$ cat src/rtl/dcr_pkg.sv
package dcr_pkg;
  localparam int CYC_W = 16;
  typedef logic [CYC_W-1:0] cyc_t;

  // age in the wrapping timebase compared against the window
  function automatic logic window_passed(input cyc_t now, input cyc_t stamp,
                                         input int unsigned lat);
    cyc_t age;
    age = now - stamp;
    return 32'(age) >= lat;
  endfunction
endpackage

$ cat src/rtl/dcr_payload_ram.sv
module dcr_payload_ram #(
  parameter int TAG_W  = 8,
  parameter int DATA_W = 32,
  parameter int DEPTH  = 16,
  localparam int AW    = $clog2(DEPTH)
) (
  input  logic              clk,
  input  logic              we,
  input  logic [AW-1:0]     waddr,
  input  logic [TAG_W-1:0]  wtag,
  input  logic [DATA_W-1:0] wdata,
  input  logic [AW-1:0]     raddr_a,
  output logic [TAG_W-1:0]  rtag_a,
  output logic [DATA_W-1:0] rdata_a,
  input  logic [AW-1:0]     raddr_b,
  output logic [TAG_W-1:0]  rtag_b
);
  logic [TAG_W-1:0]  tag_mem  [DEPTH];
  logic [DATA_W-1:0] data_mem [DEPTH];

  always_ff @(posedge clk) begin
    if (we) begin
      tag_mem[waddr]  <= wtag;
      data_mem[waddr] <= wdata;
    end
  end

  assign rtag_a  = tag_mem[raddr_a];
  assign rdata_a = data_mem[raddr_a];
  assign rtag_b  = tag_mem[raddr_b];
endmodule

$ cat src/rtl/dcr_age_scan.sv
module dcr_age_scan #(
  parameter int DEPTH      = 16,
  parameter int VERIFY_LAT = 5,
  localparam int AW        = $clog2(DEPTH),
  localparam int CW        = AW + 1
) (
  input  logic               clk,
  input  logic               we,
  input  logic [AW-1:0]      waddr,
  input  dcr_pkg::cyc_t      wstamp,
  input  logic [AW-1:0]      head,
  input  logic [CW-1:0]      count,
  input  dcr_pkg::cyc_t      now,
  output logic               head_ok,
  output logic               spec_any,
  output logic [AW-1:0]      spec_off
);
  dcr_pkg::cyc_t stamp [DEPTH];
  logic [DEPTH-1:0] spec;

  always_ff @(posedge clk) begin
    if (we) stamp[waddr] <= wstamp;
  end

  // position i counts from the oldest entry
  for (genvar i = 0; i < DEPTH; i++) begin : g_pos
    logic [AW-1:0] slot;
    assign slot    = head + AW'(i);
    assign spec[i] = (CW'(i) < count) &&
                     !dcr_pkg::window_passed(now, stamp[slot], VERIFY_LAT);
  end

  always_comb begin
    spec_off = '0;
    for (int i = DEPTH - 1; i >= 0; i--) begin
      if (spec[i]) spec_off = AW'(i);
    end
  end

  assign spec_any = |spec;
  assign head_ok  = (count != '0) && !spec[0];
endmodule

$ cat src/rtl/dcr_restart_throttle.sv
module dcr_restart_throttle #(
  parameter int GAP = 4,
  parameter int LEN = 32,
  localparam int LW = $clog2(LEN + 1),
  localparam int GW = (GAP > 1) ? $clog2(GAP) : 1
) (
  input  logic clk,
  input  logic rst,
  input  logic restart,
  input  logic took,
  output logic active,
  output logic allow
);
  logic [LW-1:0] left;
  logic [GW-1:0] gap;

  assign active = (left != '0);
  assign allow  = !active || (gap == '0);

  always_ff @(posedge clk) begin
    if (rst) begin
      left <= '0;
      gap  <= '0;
    end else if (restart) begin
      left <= LW'(LEN);
      gap  <= GW'(GAP - 1);
    end else if (active) begin
      left <= left - 1'b1;
      if (took)            gap <= GW'(GAP - 1);
      else if (gap != '0)  gap <= gap - 1'b1;
    end
  end
endmodule

$ cat src/rtl/dcr_commit_buffer.sv
module dcr_commit_buffer #(
  parameter int TAG_W        = 8,
  parameter int DATA_W       = 32,
  parameter int DEPTH        = 16,
  parameter int VERIFY_LAT   = 5,
  parameter int THROTTLE_GAP = 4,
  parameter int THROTTLE_LEN = 32
) (
  input  logic                        clk,
  input  logic                        rst,
  input  logic                        cmp_valid,
  output logic                        cmp_ready,
  input  logic [TAG_W-1:0]            cmp_tag,
  input  logic [DATA_W-1:0]           cmp_data,
  input  logic [dcr_pkg::CYC_W-1:0]   cmp_cycle,
  input  logic                        viol_pulse,
  output logic                        cmt_valid,
  output logic [TAG_W-1:0]            cmt_tag,
  output logic [DATA_W-1:0]           cmt_data,
  output logic                        flush_valid,
  output logic [TAG_W-1:0]            flush_tag,
  output logic                        throttle_on
);
  localparam int AW = $clog2(DEPTH);
  localparam int CW = AW + 1;

  logic [AW-1:0]    head, tail;
  logic [CW-1:0]    count;
  dcr_pkg::cyc_t    now;
  logic [TAG_W-1:0] next_tag;

  logic             head_ok, spec_any, allow, pop, push;
  logic [AW-1:0]    spec_off, spec_pos;
  logic [TAG_W-1:0] head_tag, spec_tag;
  logic [DATA_W-1:0] head_data;

  assign cmp_ready = (count != CW'(DEPTH));
  assign push      = cmp_valid && cmp_ready && !viol_pulse;
  assign pop       = head_ok && allow;
  assign spec_pos  = head + spec_off;

  dcr_payload_ram #(.TAG_W(TAG_W), .DATA_W(DATA_W), .DEPTH(DEPTH)) u_ram (
    .clk(clk), .we(push), .waddr(tail), .wtag(cmp_tag), .wdata(cmp_data),
    .raddr_a(head), .rtag_a(head_tag), .rdata_a(head_data),
    .raddr_b(spec_pos), .rtag_b(spec_tag)
  );

  dcr_age_scan #(.DEPTH(DEPTH), .VERIFY_LAT(VERIFY_LAT)) u_scan (
    .clk(clk), .we(push), .waddr(tail), .wstamp(cmp_cycle),
    .head(head), .count(count), .now(now),
    .head_ok(head_ok), .spec_any(spec_any), .spec_off(spec_off)
  );

  dcr_restart_throttle #(.GAP(THROTTLE_GAP), .LEN(THROTTLE_LEN)) u_thr (
    .clk(clk), .rst(rst), .restart(viol_pulse), .took(pop),
    .active(throttle_on), .allow(allow)
  );

  always_ff @(posedge clk) begin
    if (rst) begin
      head        <= '0;
      tail        <= '0;
      count       <= '0;
      now         <= '0;
      next_tag    <= '0;
      cmt_valid   <= 1'b0;
      cmt_tag     <= '0;
      cmt_data    <= '0;
      flush_valid <= 1'b0;
      flush_tag   <= '0;
    end else begin
      now         <= now + 1'b1;
      cmt_valid   <= pop;
      flush_valid <= viol_pulse;
      if (pop) begin
        cmt_tag  <= head_tag;
        cmt_data <= head_data;
        head     <= head + 1'b1;
      end
      if (viol_pulse) begin
        if (spec_any) begin
          tail      <= spec_pos;
          count     <= {1'b0, spec_off} - CW'(pop);
          flush_tag <= spec_tag;
          next_tag  <= spec_tag;
        end else begin
          count     <= count - CW'(pop);
          flush_tag <= next_tag;
        end
      end else begin
        if (push) begin
          tail     <= tail + 1'b1;
          next_tag <= cmp_tag + 1'b1;
        end
        count <= count + CW'(push) - CW'(pop);
      end
    end
  end
endmodule

$ cat config.mk
export PLATFORM = sky130hd
export DESIGN_NAME = dcr_commit_buffer
export DESIGN_NICKNAME = d
export VERILOG_FILES = /design/src/rtl/dcr_pkg.sv /design/src/rtl/dcr_payload_ram.sv /design/src/rtl/dcr_age_scan.sv /design/src/rtl/dcr_restart_throttle.sv /design/src/rtl/dcr_commit_buffer.sv
export SDC_FILE = /design/constraint.sdc
export NUM_CORES = 2
export LEC_CHECK = 0
export BUFFER_PORTS_ARGS = -buffer_cell sky130_fd_sc_hd__buf_4
export CORE_ASPECT_RATIO = 0.9
export CORE_MARGIN = 5
export CORE_UTILIZATION = 35
export DETAILED_ROUTE_END_ITERATION = 10
export REMOVE_ABC_BUFFERS = 1
export SYNTH_ARGS = -nofsm -noshare
export SYNTH_HDL_FRONTEND = slang
export SYNTH_SLANG_ARGS = --single-unit
$ cat constraint.sdc
create_clock -name clk -period 11.4 [get_ports clk]
set_input_delay 2.85 -clock clk [delete_from_list [all_inputs] [get_ports clk]]
set_output_delay 2.85 -clock clk [all_outputs]
set_load 0.05 [all_outputs]
==> impl_results.md <==
* Type of origin of the critical path: flip-flop
* Vias in the first global route at 46.14k
* Hold path endpoint: cmt_tag[0]
* Cts hold-fix bufs at 0
* WHS Path Cells at 2
* Worst reg2reg endpoint: flush_tag[2]
* Die width at between 400 and 500 um
* Cell Pwr Density at ~250 nW/um^2
* Hold Fails Final Rpt at 0
* CP max stage delay at just over 0.9 ns
* Total power at about 18 mW
* Worst-path cell with the longest stage delay: ha_4
* Post-synth top cells: edfxtp_1 (896), mux4_2 (768), nand2_1 (371), inv_1 (296), ha_1 (272)
* Sink Count at 995
* DIE AREA at just under 200000 sq um
* Compound-Gate Fraction of Synth Area at 9.995%
* Initial DRC count at roughly 6.3k
* Routed vias/inst at ~6.4
* RR Startpoint: head[0]
* WL/cell at 30.44 um
* H-tree levels at 3
* Dominant cell type by area after synthesis: edfxtp_1
* Worst Clk Skew at approximately 0.11 ns
* Fill count at between 15k and 20k
* Max Cap Viol at 0
* Period minus WS final at around 10 ns
* Final WL at approximately 230000 um
* Resize count post-CTS at 0
* CP required at about 12 ns
* Clk slew on worst S/H paths at approximately 0.060 ns
* Critical path capture point type: flip-flop
* Total number of vias at 48.65k
* Lkg Pwr at approximately 26 nW
* CTS tree: done
* Post-DRT Antenna Nets at 0
* Max Fclk at just under 0.1 GHz
* Post-synth EDFFs at between 800 and 900
* Mapped Avg Cell Area at around 13 sq um
* Cell Area, Synth at roughly 66000 sq um
* CP max FO at 53
* Largest net degree at the start of global routing at around 150
* Area Growth Syn to Fin at 11.70%
* Post-synth top area share at between 40% and 50%
* Worst slack, placed at between 1.5 and 2 ns
* Final worst slack at about 1.3 ns
* CTS root buffer: clkbuf_16
* Die Span Y at 423.0 um
* Count leader, synth: edfxtp_1
* Sequential-to-total area share from yosys stat at 43.55%
* Total core area at approximately 190000 sq um
* RSZ-0062 raised after global routing: false
* Worst slew pin tran at roughly 1.3 ns
* Synth Warn # at 0
* Hold Crit Start: cmt_tag[0]
* Post-synth ARST share at 0%
* Nets@finish at 5373
* GRT overflow at 0
* Storage cell area at slightly below 30000 sq um
* Xor and xnor fraction of the mapped netlist area at a little under 2%
* Mux cell area share after synthesis at about 27%
* Slew Limit Headroom at between 10% and 20%
* Dpl hpwl at ~160000 um
* DR pass1 iterations at 8
* Final setup violation count at 0
* Clk buf depth at 3
* Gr usage total at 22.88%
* Setup TNS at 0 ns
* Synth Area in Simple Gates at roughly 8.4%
* Largest family of logic cells by synthesized area: multiplexers
* Area contributors post-synth: edfxtp_1 (41%), mux4_2 (26%), ha_1 (5.1%), dfxtp_1 (3.0%), nand2_1 (2.1%)
* FP Rows at about 150
* Setup Buffers After CTS at 0
* Antenna violations before repair at 19
* Status: finished clean
* Skew-Pair Late Insertion Delay at 0.79 ns
* Multi-input logic area at around 36000 sq um
* Final Cycle Share at roughly nine tenths
* Crit path DAT at 10.71 ns
* Min-Delay Path Class: flip-flop to flip-flop
* Placer Congestion at approximately 0.98
* First-pass GRT wire length at between 300000 and 400000 um
* WS Path Type: flip-flop to flip-flop
* Synth Area in Adders at 5.674%
* Num CTS Buffers at 105
* # IOs at about 110
* R2r setup slk at around 1.3 ns
* Yosys reg bits at ~1000
* IO buf count at 111
* Max Slew Vio Count at 0
* Worst reg2reg path depth at 28
* Cells after Synth at 4952
* Most used flip-flop cell after synthesis: edfxtp_1
* Initial Util at a little over a third
* Post-synth cell types at between 90 and 100
* Residual DRC at 0
* Worst IR Drop VDD at between 150 and 200 uV
* Share of cells above drive strength 1 at roughly 25%
flip-flops by register name (all words and copies together) (netlist names), 2 cells and up, named ones only:
name	flops
tail	4
next_tag	8
flush_tag	8
cmt_tag	8
cmt_data	32
u_thr.gap	2
now	16
u_ram.tag_mem	128
head	4
u_ram.data_mem	512
u_scan.stamp	256
u_thr.left	6
count	5
power by group:
group	internal (mW)	leakage (nW)	total, mW	switching (mW)
Sequential	4.10	8.89	4.24	0.141
Combinational	4.38	15.0	10.6	6.17
Clock	1.96	1.71	3.50	1.54
Total	10.4	25.6	18.3	7.85
routing by layer:
| metal | track usage, % | routed length [um] |
|---|---|---|
| met3 | 7.480 | 28610 |
| met2 | 34.19 | 102700 |
| met1 | 31.46 | 92610 |
| met4 | 7.594 | 8834 |
| met5 | 0.2444 | 134 |
critical path, delay by kind of cell (launching register included):
family	cells	cell delay [ns]
xor+xnor	2	0.33
mux	2	0.75
compound gates	12	3.84
fa+ha+maj	4	1.79
simple gates	5	1.81
buf+inv	3	0.56
flops	1	0.73
cell families (layout without fill, tap and decap cells):
| family | Yosys count | count (layout) |
|---|---|---|
| adders and majority gates | 290 | 290 |
| and+or+nand+nor | 1130 | 1130 |
| xor gates and xnor gates | 142 | 142 |
| AOI/OAI and AO/OA | 994 | 994 |
| DFF | 995 | 995 |
| buffers and inverters | 560 | 722 |
| other | 0 | 12 |
| muxes | 841 | 841 |
cell usage in the layout, fill, tap and decap left out, types with 20 or more instances in the layout:
master | synthesis | final
clkbuf_16 | 0 | 105
o21ai_0 | 198 | 198
a211oi_1 | 61 | 61
and2_1 | 23 | 23
nor2b_1 | 62 | 62
o221ai_1 | 20 | 20
clkinv_2 | 0 | 20
ha_1 | 272 | 268
buf_4 | 1 | 218
o2111ai_1 | 28 | 28
o211ai_1 | 35 | 35
and3_1 | 24 | 24
mux2i_1 | 62 | 62
a21oi_1 | 254 | 254
nand2_1 | 371 | 371
nand3_1 | 75 | 75
edfxtp_1 | 896 | 896
nor4_1 | 41 | 40
clkbuf_1 | 185 | 22
dfxtp_1 | 99 | 87
a21o_1 | 64 | 64
a31oi_1 | 28 | 28
nor2_1 | 239 | 227
o21a_1 | 50 | 50
nand4_1 | 40 | 40
mux4_2 | 768 | 768
nor3_1 | 55 | 51
inv_1 | 296 | 294
o31ai_1 | 21 | 21
a21boi_0 | 23 | 23
or3_1 | 29 | 29
xnor2_1 | 77 | 69
xor2_1 | 62 | 60
nand2b_1 | 66 | 66
per-stage QoR:
stage          hold slack [ns]  utilization, %  area (sq um)  instances
6_report                0.4560           39.34         74100       7650
5_1_grt                 0.4802           39.32         74070       7639
4_1_cts                 0.4589           39.32         74070       7638
3_5_place_dp            0.4510           37.45         70530       7440
3_3_place_gp            0.4454           37.45         70530       7440
2_1_floorplan           0.4296               -         65320       4692
cell type report:
cell class                 count  share of cell area [%]
multi-input combinational   3397                   48.01
sequential                   995                   39.02
tap                         2524                   4.262
clock buffer                 133                   3.769
timing repair buffer         224                   2.371
inverter                     300                   1.526
clock inverter                65                   1.001
antenna                       12                 0.04053
worst max path at each step:
stage	from	end
6_report	head[0]	flush_tag[2]
2_1_floorplan	head[0]	next_tag[2]
5_1_grt	head[0]	flush_tag[2]
3_5_place_dp	head[0]	next_tag[5]
4_1_cts	head[0]	next_tag[3]
3_3_place_gp	head[0]	next_tag[3]
Power figures use the tool's default switching activity.
